==> src/rtl/rcs_pkg.sv <==
// Package: shared widths, header layout and helpers for the SPI register
// command slave. Field widths are fixed by the wire protocol.
package rcs_pkg;
    localparam int WORD_W = 32;
    localparam int MAP_W  = 4;
    localparam int ADDR_W = 16;
    localparam int LEN_W  = 7;
    localparam int CNT_W  = LEN_W + 1;
    localparam int BIT_W  = $clog2(WORD_W);

    typedef enum logic [1:0] {ST_HDR, ST_EXEC, ST_SKIP} eng_state_t;

    // Control header as it arrives, MSB first.
    typedef struct packed {
        logic              is_data;
        logic              dev_bad;
        logic              wr;
        logic              no_inc;
        logic [MAP_W-1:0]  map;
        logic [ADDR_W-1:0] addr;
        logic [LEN_W-1:0]  len_m1;
        logic              par;
    } ctl_hdr_t;

    // Odd parity holds when the XOR of all bits is one.
    function automatic logic parity_ok(input logic [WORD_W-1:0] w);
        return ^w;
    endfunction
endpackage

==> src/rtl/rcs_sync.sv <==
// Module: rcs_sync
// Brings the three SPI pins into the clk domain and reports SCK edges and
// the chip-select start. Assumes SCK is at least four times slower than clk.
module rcs_sync #(
    parameter int STAGES = 2
) (
    input  logic clk,
    input  logic rst_n,
    input  logic sck_i,
    input  logic cs_n_i,
    input  logic mosi_i,
    output logic sck_rise,
    output logic sck_fall,
    output logic cs_act,
    output logic cs_start,
    output logic mosi_s
);
    logic [STAGES-1:0] sck_pipe;
    logic [STAGES-1:0] cs_pipe;
    logic [STAGES-1:0] mosi_pipe;
    logic              sck_q;
    logic              cs_act_q;

    // Synchronizer chains plus one delay stage for edge detection.
    always_ff @(posedge clk) begin
        if (!rst_n) begin
            sck_pipe  <= '0;
            cs_pipe   <= '1;
            mosi_pipe <= '0;
            sck_q     <= 1'b0;
            cs_act_q  <= 1'b0;
        end else begin
            sck_pipe[0]  <= sck_i;
            cs_pipe[0]   <= cs_n_i;
            mosi_pipe[0] <= mosi_i;
            for (int i = 1; i < STAGES; i++) begin
                sck_pipe[i]  <= sck_pipe[i-1];
                cs_pipe[i]   <= cs_pipe[i-1];
                mosi_pipe[i] <= mosi_pipe[i-1];
            end
            sck_q    <= sck_pipe[STAGES-1];
            cs_act_q <= ~cs_pipe[STAGES-1];
        end
    end

    // Edge and level decode of the synchronized pins.
    always_comb begin
        sck_rise = sck_pipe[STAGES-1] & ~sck_q;
        sck_fall = ~sck_pipe[STAGES-1] & sck_q;
        cs_act   = ~cs_pipe[STAGES-1];
        cs_start = cs_act & ~cs_act_q;
        mosi_s   = mosi_pipe[STAGES-1];
    end
endmodule

==> src/rtl/rcs_regbank.sv <==
// Module: rcs_regbank
// Demonstration register bank: NUM_MAPS maps of NUM_REGS 32-bit registers.
// Combinational read, one write per clock. Addresses outside the bank
// read as zero and ignore writes.
module rcs_regbank
    import rcs_pkg::*;
#(
    parameter int NUM_MAPS = 2,
    parameter int NUM_REGS = 8
) (
    input  logic              clk,
    input  logic              rst_n,
    input  logic              wr_en,
    input  logic [MAP_W-1:0]  map,
    input  logic [ADDR_W-1:0] addr,
    input  logic [WORD_W-1:0] wdata,
    output logic [WORD_W-1:0] rdata
);
    localparam int ENTRIES = NUM_MAPS * NUM_REGS;
    localparam int IDX_W   = (ENTRIES > 1) ? $clog2(ENTRIES) : 1;

    logic              hit;
    logic [IDX_W-1:0]  idx;
    logic [WORD_W-1:0] regs [ENTRIES];

    // Range check and flat index of the addressed register.
    always_comb begin
        hit   = (32'(map) < 32'(NUM_MAPS)) && (32'(addr) < 32'(NUM_REGS));
        idx   = IDX_W'(32'(map) * 32'(NUM_REGS) + 32'(addr));
        rdata = hit ? regs[idx] : '0;
    end

    // Register storage with write only on an in-range address.
    always_ff @(posedge clk) begin
        if (!rst_n) begin
            for (int e = 0; e < ENTRIES; e++) regs[e] <= '0;
        end else if (wr_en && hit) begin
            regs[idx] <= wdata;
        end
    end
endmodule

==> src/rtl/rcs_engine.sv <==
// Module: rcs_engine
// Word assembly, header decode and command sequencing. It expects
// synchronized SCK edges and mode 0 timing. The read port must answer in the
// same cycle. Each response word is loaded on the falling SCK that follows
// the last bit of the previous word.
module rcs_engine
    import rcs_pkg::*;
(
    input  logic              clk,
    input  logic              rst_n,
    input  logic              cs_act,
    input  logic              cs_start,
    input  logic              sck_rise,
    input  logic              sck_fall,
    input  logic              mosi_s,
    output logic              miso_o,
    output logic              hdr_err_o,
    output logic              reg_wr_en,
    output logic [MAP_W-1:0]  reg_map,
    output logic [ADDR_W-1:0] reg_addr,
    output logic [WORD_W-1:0] reg_wdata,
    input  logic [WORD_W-1:0] reg_rdata
);
    logic [BIT_W-1:0]  bit_cnt;
    logic [WORD_W-1:0] rx_sr;
    logic [WORD_W-1:0] tx_sr;
    logic [WORD_W-1:0] next_tx;
    logic [WORD_W-1:0] rx_word;
    logic              word_done;
    logic              access;
    eng_state_t        st_q;
    logic              is_wr;
    logic              no_inc;
    logic [MAP_W-1:0]  map_q;
    logic [ADDR_W-1:0] addr_q;
    logic [CNT_W-1:0]  words_left;
    logic              hdr_err_q;
    ctl_hdr_t          hdr;

    // Word completion and header view of the incoming word.
    always_comb begin
        rx_word   = {rx_sr[WORD_W-2:0], mosi_s};
        word_done = cs_act && sck_rise && (bit_cnt == BIT_W'(WORD_W - 1));
        hdr       = ctl_hdr_t'(rx_word);
        access    = word_done && (st_q == ST_EXEC) && (words_left != '0);
    end

    // Outputs to the register bank and the pins.
    always_comb begin
        reg_wr_en = access && is_wr;
        reg_map   = map_q;
        reg_addr  = addr_q;
        reg_wdata = rx_word;
        miso_o    = tx_sr[WORD_W-1];
        hdr_err_o = hdr_err_q;
    end

    // Receive shifter and bit counter, cleared while chip select is idle.
    always_ff @(posedge clk) begin
        if (!rst_n) begin
            bit_cnt <= '0;
            rx_sr   <= '0;
        end else if (!cs_act) begin
            bit_cnt <= '0;
        end else if (sck_rise) begin
            bit_cnt <= bit_cnt + 1'b1;
            rx_sr   <= rx_word;
        end
    end

    // Command sequencer: decode headers, run accesses, choose the next reply.
    always_ff @(posedge clk) begin
        if (!rst_n) begin
            st_q       <= ST_HDR;
            next_tx    <= '0;
            hdr_err_q  <= 1'b0;
            is_wr      <= 1'b0;
            no_inc     <= 1'b0;
            map_q      <= '0;
            addr_q     <= '0;
            words_left <= '0;
        end else if (!cs_act) begin
            st_q    <= ST_HDR;
            next_tx <= '0;
        end else begin
            if (cs_start) hdr_err_q <= 1'b0;
            if (word_done) begin
                unique case (st_q)
                    ST_HDR: begin
                        if (!parity_ok(rx_word)) begin
                            hdr_err_q <= 1'b1;
                            st_q      <= ST_SKIP;
                            next_tx   <= '0;
                        end else if (hdr.is_data) begin
                            st_q    <= ST_SKIP;
                            next_tx <= '0;
                        end else begin
                            is_wr      <= hdr.wr;
                            no_inc     <= hdr.no_inc;
                            map_q      <= hdr.map;
                            addr_q     <= hdr.addr;
                            words_left <= CNT_W'(hdr.len_m1) + 1'b1;
                            next_tx    <= {rx_word[WORD_W-1], 1'b0, rx_word[WORD_W-3:0]};
                            st_q       <= ST_EXEC;
                        end
                    end
                    ST_EXEC: begin
                        if (words_left != '0) begin
                            next_tx    <= is_wr ? rx_word : reg_rdata;
                            words_left <= words_left - 1'b1;
                            if (!no_inc) addr_q <= addr_q + 1'b1;
                        end else begin
                            st_q    <= ST_HDR;
                            next_tx <= '0;
                        end
                    end
                    default: next_tx <= '0;
                endcase
            end
        end
    end

    // Transmit shifter: load on the falling edge after a word, else shift.
    always_ff @(posedge clk) begin
        if (!rst_n) begin
            tx_sr <= '0;
        end else if (!cs_act) begin
            tx_sr <= '0;
        end else if (sck_fall) begin
            tx_sr <= (bit_cnt == '0) ? next_tx : {tx_sr[WORD_W-2:0], 1'b0};
        end
    end

    // MISO moves only on a falling SCK while selected.
    assert_miso_hold_R2: assert property (@(posedge clk) disable iff (!rst_n)
        (cs_act && $past(cs_act) && !$past(sck_fall)) |-> $stable(miso_o));

    // no register write while a bad header is being flagged.
    assert_no_write_bad_R4: assert property (@(posedge clk) disable iff (!rst_n)
        hdr_err_q |-> !reg_wr_en);

    // a new chip-select period clears the error flag.
    assert_err_clear_R4: assert property (@(posedge clk) disable iff (!rst_n)
        cs_start |=> !hdr_err_o);

    // remaining register count never exceeds the largest command.
    assert_count_bound_R3: assert property (@(posedge clk) disable iff (!rst_n)
        words_left <= CNT_W'(1 << LEN_W));

    // each access steps the address by one, or by zero when disabled.
    assert_addr_step_R5: assert property (@(posedge clk) disable iff (!rst_n)
        access |=> ((reg_addr - $past(reg_addr)) == ADDR_W'($past(no_inc) ? 0 : 1)));
endmodule

==> src/rtl/spi_regcmd_slave.sv <==
// Module: spi_regcmd_slave
// Top level: SPI pin synchronizer, command engine and demonstration register
// bank. Assumes SPI mode 0 and an SCK well below the clk rate.
module spi_regcmd_slave
    import rcs_pkg::*;
#(
    parameter int NUM_MAPS    = 2,
    parameter int NUM_REGS    = 8,
    parameter int SYNC_STAGES = 2
) (
    input  logic clk,
    input  logic rst_n,
    input  logic spi_sck,
    input  logic spi_cs_n,
    input  logic spi_mosi,
    output logic spi_miso,
    output logic cmd_hdr_err
);
    logic              sck_rise;
    logic              sck_fall;
    logic              cs_act;
    logic              cs_start;
    logic              mosi_s;
    logic              reg_wr_en;
    logic [MAP_W-1:0]  reg_map;
    logic [ADDR_W-1:0] reg_addr;
    logic [WORD_W-1:0] reg_wdata;
    logic [WORD_W-1:0] reg_rdata;

    rcs_sync #(.STAGES(SYNC_STAGES)) u_sync (
        .clk      (clk),
        .rst_n    (rst_n),
        .sck_i    (spi_sck),
        .cs_n_i   (spi_cs_n),
        .mosi_i   (spi_mosi),
        .sck_rise (sck_rise),
        .sck_fall (sck_fall),
        .cs_act   (cs_act),
        .cs_start (cs_start),
        .mosi_s   (mosi_s)
    );

    rcs_engine u_engine (
        .clk       (clk),
        .rst_n     (rst_n),
        .cs_act    (cs_act),
        .cs_start  (cs_start),
        .sck_rise  (sck_rise),
        .sck_fall  (sck_fall),
        .mosi_s    (mosi_s),
        .miso_o    (spi_miso),
        .hdr_err_o (cmd_hdr_err),
        .reg_wr_en (reg_wr_en),
        .reg_map   (reg_map),
        .reg_addr  (reg_addr),
        .reg_wdata (reg_wdata),
        .reg_rdata (reg_rdata)
    );

    rcs_regbank #(.NUM_MAPS(NUM_MAPS), .NUM_REGS(NUM_REGS)) u_bank (
        .clk   (clk),
        .rst_n (rst_n),
        .wr_en (reg_wr_en),
        .map   (reg_map),
        .addr  (reg_addr),
        .wdata (reg_wdata),
        .rdata (reg_rdata)
    );
endmodule

==> config.mk <==
export PLATFORM = sky130hd
export DESIGN_NAME = spi_regcmd_slave
export DESIGN_NICKNAME = d
export VERILOG_FILES = /design/src/rtl/rcs_pkg.sv /design/src/rtl/rcs_sync.sv /design/src/rtl/rcs_regbank.sv /design/src/rtl/rcs_engine.sv /design/src/rtl/spi_regcmd_slave.sv
export SDC_FILE = /design/constraint.sdc
export NUM_CORES = 1
export LEC_CHECK = 0
export BUFFER_PORTS_ARGS = -buffer_cell sky130_fd_sc_hd__buf_2
export CELL_PAD_IN_SITES_DETAIL_PLACEMENT = 1
export CELL_PAD_IN_SITES_GLOBAL_PLACEMENT = 1
export CORE_MARGIN = 4
export CORE_UTILIZATION = 47
export CTS_CLUSTER_DIAMETER = 100
export DETAILED_ROUTE_END_ITERATION = 10
export GPL_TIMING_DRIVEN = 0
export PLACE_DENSITY_LB_ADDON = 0.1
export REMOVE_ABC_BUFFERS = 1
export SYNTH_ARGS = -nofsm -noshare
export SYNTH_HDL_FRONTEND = slang
export SYNTH_HIERARCHICAL = 1
export SYNTH_SLANG_ARGS = --single-unit
==> constraint.sdc <==
create_clock -name clk -period 5.8 [get_ports clk]
set_input_delay 0.58 -clock clk [delete_from_list [all_inputs] [get_ports clk]]
set_output_delay 0.58 -clock clk [all_outputs]
set_load 0.01 [all_outputs]
# Word-level counts from Yosys, hierarchy flattened
# Memory sizes are Yosys's and may differ from the RTL's.
# Index checks and enable logic that the tools add are counted.
[op_classes] n_addsub=5 order_cmp=2 eq_ne=7 n_mux=31 bitwise=9 n_reduce_logical=19
[ops] op="$mux W32" count=6
[ops] op="$mux W16" count=4
[ops] op="$pmux W32 S2" count=1
[ops] op="$pmux W16 S2" count=1
[ops] op="$reduce_or A32 Y1" count=1
[ops] op="$reduce_xor A32 Y1" count=1
[ops] op="$mux W30" count=1
[ops] op="$mux W8" count=3
[ops] op="$add A16 B1 Y16 const B" count=1
[ops] op="$lt A16 B4 Y1 const B" count=1
[ops] op="$pmux W8 S2" count=1
[ops] op="$mux W1" count=9
[ops] op="$add A7 B1 Y8 const B" count=1
[ops] op="$ne A2 B2 Y1 const B" count=4
[ops] op="$reduce_bool A8 Y1" count=1
[ops] op="$sub A8 B1 Y8 const B" count=1
[ops] op="$logic_and A1 B1 Y1" count=7
[ops] op="$reduce_and A7 Y1" count=1
[ops] op="$mux W2" count=3
[ops] op="$not A1 Y1" count=6
[ops] op="$reduce_and A6 Y1" count=1
[ops] op="$add A5 B1 Y5 const B" count=1
[ops] op="$eq A5 B5 Y1 const B" count=1
[ops] op="$logic_not A5 Y1" count=1
[ops] op="other kinds (13)" count=15
[totals] register_bits=141 ramBits=512 in_bits=5 out_inout_bits=2 n_memories=1
[mem_list] memory="u_bank.regs" depth=16 word_bits=32 read_ports=1 rd_ports_with_merged_regs=0 wr=16 line_no="rcs_regbank.sv:24" rtl="logic [WORD_W-1:0] regs [ENTRIES];"

# Logic depth before layout (Yosys ltp)
[logic_depth] depth_word=13 mapped_depth=14 ltp_nobuf=9

# Hierarchy
# The synthesis kept the hierarchy.
[by_module_without_submodules] mod="rcs_regbank" n_inst=1 cells_each=1464 area_each_um2=22067.4 seq_area_each_um2=15374.7
[by_module_without_submodules] mod="rcs_engine" n_inst=1 cells_each=809 area_each_um2=6741.5 seq_area_each_um2=2662.6
[by_module_without_submodules] mod="rcs_sync" n_inst=1 cells_each=20 area_each_um2=234.0 seq_area_each_um2=160.2

# Worst setup path after synthesis
# OpenSTA, ideal clock, no wires.
[synth_timing] path_kind="reg-to-reg" start="register u_engine.bit_cnt[0]" end="memory u_bank.regs[11][0], enable pin" arrival_time_ns=4.453 slack_ns=0.881 stages_incl_launch_ff=14 synth_period_minus_slack_ns=4.919 path_cell_list="dfxtp_1 ha_1 and3_1 ha_1 and3_1 clkbuf_1 clkbuf_1 nand2_1 nor2_1 and3_1 buf_4 nand4_1 buf_4 o21ai_0"
[synth_lines] element="start, declared" line_no="rcs_engine.sv:24" rtl="logic [BIT_W-1:0] bit_cnt;"
[synth_lines] element="start signal, assigned" line_no="rcs_engine.sv:66" rtl="bit_cnt <= bit_cnt + 1'b1;"
[synth_lines] element="end, declared" line_no="rcs_regbank.sv:24"

==> results.yml <==
logic_synthesis:
  synth_common_cells: "nor2_1 (586), edfxtp_1 (512), nand2_1 (174)"
  async_flop_share: 0
  ys_seq_area_frac: 0.627
  synth_edf_count: 512
  netlist.area_leader.share: 0.529
  synth_area_leaders: "edfxtp_1 (53%), mux4_2 (9.9%), dfxtp_1 (9.7%), nor2_1 (7.6%), mux2i_1 (2.4%)"
  synth_area_um2: 29000
  ys_ff_latch: 653
  yosysWarnings: 6
  synthCells: 2293
  yosysMostFrequentCell: "nor2_1"
  synth_area_per_cell_um2: 12.7
  synth_top_area_cell: "edfxtp_1"
  synthDistinctLibCells: 64
  synthFlopType: "edfxtp_1"
sta:
  drv_slew: 0
  rsz0062_at_grt: "no"
  setup_viol: 0
  min_period_ns: 5.13
  hold_violations: 0
  max_slew_margin: 0.137
  setup_tns_ns: 0
  setup_ws_ns: 0.672
  fmax_mhz: 195
  skew_ns: 0.0280
  worst_pin_slew_ns: 1.29
  min_period_over_period: 0.884
routing:
  routed_wirelength_um: 87500
  postRouteAntennaNets: 0
  dr.pass1.iters: 5
  drt-initial-drc-count: 1877
  vias_per_cell: 6.10
  drc_errors: 0
  vias: 19000
  wl_per_cell_um: 28.1
final_layout:
  stdcell_area_um2: 33100
  fin_util: 0.544
  final_cells: 3111
  drive_gt1_frac: 0.158
  area_growth_syn_to_layout_pct: 14.0
  antennaDiodeCount: 0
  nNetsFinal: 2289
floorplanning:
  chipHeight_um: 257
  die_w_um: 257
  initial_utilization: 0.478
  core-area_um2: 60800
  std_cell_rows: 90
  die_area_um2: 65800
  pin_count: 7
worst_hold_path:
  min_path_type: "input pin to flop"
placement:
  placed_area_um2: 30900
  hpwlAfterDp_um: 55600
  pre_cts_ws_ns: 0.744
  dp_cells: 2983
  gp_congestion: 0.758
  io_buffers: 6
global_route:
  grt_pass1_vias: 20400
  grt_overflow_total: 0
  grt_pass1_wl_um: 131000
  grt_max_degree: 69
  track_usage: 0.267
  grt_use_met1: 0.362
  grt_use_met3: 0.0357
  gr-usage-met2: 0.450
  antenna_found_initial: 0
  grt-busiest-layer: "met2"
clocking:
  cts.reportedPaths.clkPinSlew_ns: 0.06
  worstSkewPairLatency_ns: 0.62
  cts_resized: 0
  clock_sinks: 653
  cts-root-buf: "clkbuf_16"
  postCtsSetupBuffers: 0
  holdBufCountCts: 0
  cts_tree: "done"
  clockBufferDepth: 3
  htree_num_levels: 3
  cts_buffers: 72
pwr:
  leakagePower_nw: 10.2
  ir_drop_uv: 238
  p_per_area_nw_per_um2: 302
setup_path:
  cp_data_required_time_ns: 6.09
  crit_path_end_kind: "flop"
  crit_type: "flop to flop"
  arrival_ns: 5.41
  crit_path_start_kind: "flop"
  cp_max_fo: 17
outcome:
  status: "finished clean"
run:
  drv_cap: 0
==> registers in the layout, summed over array words and instances (netlist names), 2 cells and up <==
| name | count |
|---|---|
| u_engine/st_q | 2 |
| u_engine/tx_sr | 32 |
| u_sync/sck_pipe | 2 |
| u_engine/reg_map | 4 |
| u_bank/regs | 512 |
| u_engine/rx_sr | 31 |
| u_sync/cs_pipe | 2 |
| u_engine/reg_addr | 16 |
| u_engine/bit_cnt | 5 |
| u_engine/next_tx | 32 |
| u_engine/words_left | 8 |
| u_sync/mosi_pipe | 2 |
==> final timing paths <==
kind | start | end | slack (ns) | depth (start not counted)
hold / removal | spi_cs_n | u_sync/cs_pipe[0] | 0.15 | 2
setup / recovery | u_sync/sck_pipe[1] | u_bank/regs[15][1] | 0.67 | 9
hold reg to reg | u_sync/mosi_pipe[0] | u_sync/mosi_pipe[1] | 0.45 | 1
setup reg to reg | u_sync/sck_pipe[1] | u_bank/regs[15][1] | 0.67 | 9
==> report_power, final <==
group	switching (mW)	internal (mW)
logic	0.205	0.129
clock network	1.85	2.55
registers	0.0512	5.21
==> placed cells by master, fill, tap and decap left out, drive strengths merged, types with 10 or more instances in the layout <==
cell type and count:
nor2 586, edfxtp 512, nand2 174, dfxtp 141, mux4 128, a21oi 116, clkbuf 94, buf 88
mux2i 69, a22oi 64, o21ai 55, a211oi 44, nor3 27, clkinv 27, xnor2 24, nand3 22
inv 15, o2bb2ai 14, xor2 10, a21boi 10
==> cells by family (layout without fill, tap and decap cells) <==
| group | count (synthesis) | count (layout) | share of synthesized area |
|---|---|---|---|
| AND/OR/NAND/NOR | 867 | 867 | 0.122 |
| flip-flops | 653 | 653 | 0.627 |
| AO/OA/AOI/OAI | 336 | 336 | 0.0742 |
| multiplexers | 197 | 197 | 0.123 |
| buffers and inverters | 193 | 229 | 0.0373 |
| XOR/XNOR | 38 | 38 | 0.0134 |
| adder cells (fa/ha/maj) | 9 | 9 | 0.00388 |
==> worst max-delay path, cell delays in order (launching register included) <==
cell and delay, ns:
dfxtp_1 0.39, nor2b_1 0.61, and3_1 0.80, nand2_1 0.13, nor2_1 0.15, and3_1 0.43
nand4_1 0.78, buf_8 0.45, o21ai_4 0.74, buf_12 0.27
==> per-layer routing <==
metal | share of wire | vias up
met5 | 0 | -
met4 | 0.032 | 0
met3 | 0.058 | 144
met2 | 0.49 | 598
met1 | 0.42 | 9893
li1 | - | 8338
==> per-stage QoR <==
step           hold WS (ns)  power (mW)
6_report              0.155        10.0
2_1_floorplan         0.386        5.51
4_1_cts               0.126        10.1
3_3_place_gp          0.426        5.65
5_1_grt               0.160        10.3
3_5_place_dp          0.433        5.70
==> area by class of cell <==
cell class | instances | area, um2
Clock inverter | 34 | 270
Sequential cell | 653 | 18200
Inverter | 13 | 48.8
Tap cell | 782 | 978
Timing Repair Buffer | 88 | 1620
Clock buffer | 94 | 1960
Fill cell | 5961 | 27700
Multi-Input combinational cell | 1447 | 10000
Note: power is estimated with default switching activity, not from simulation.
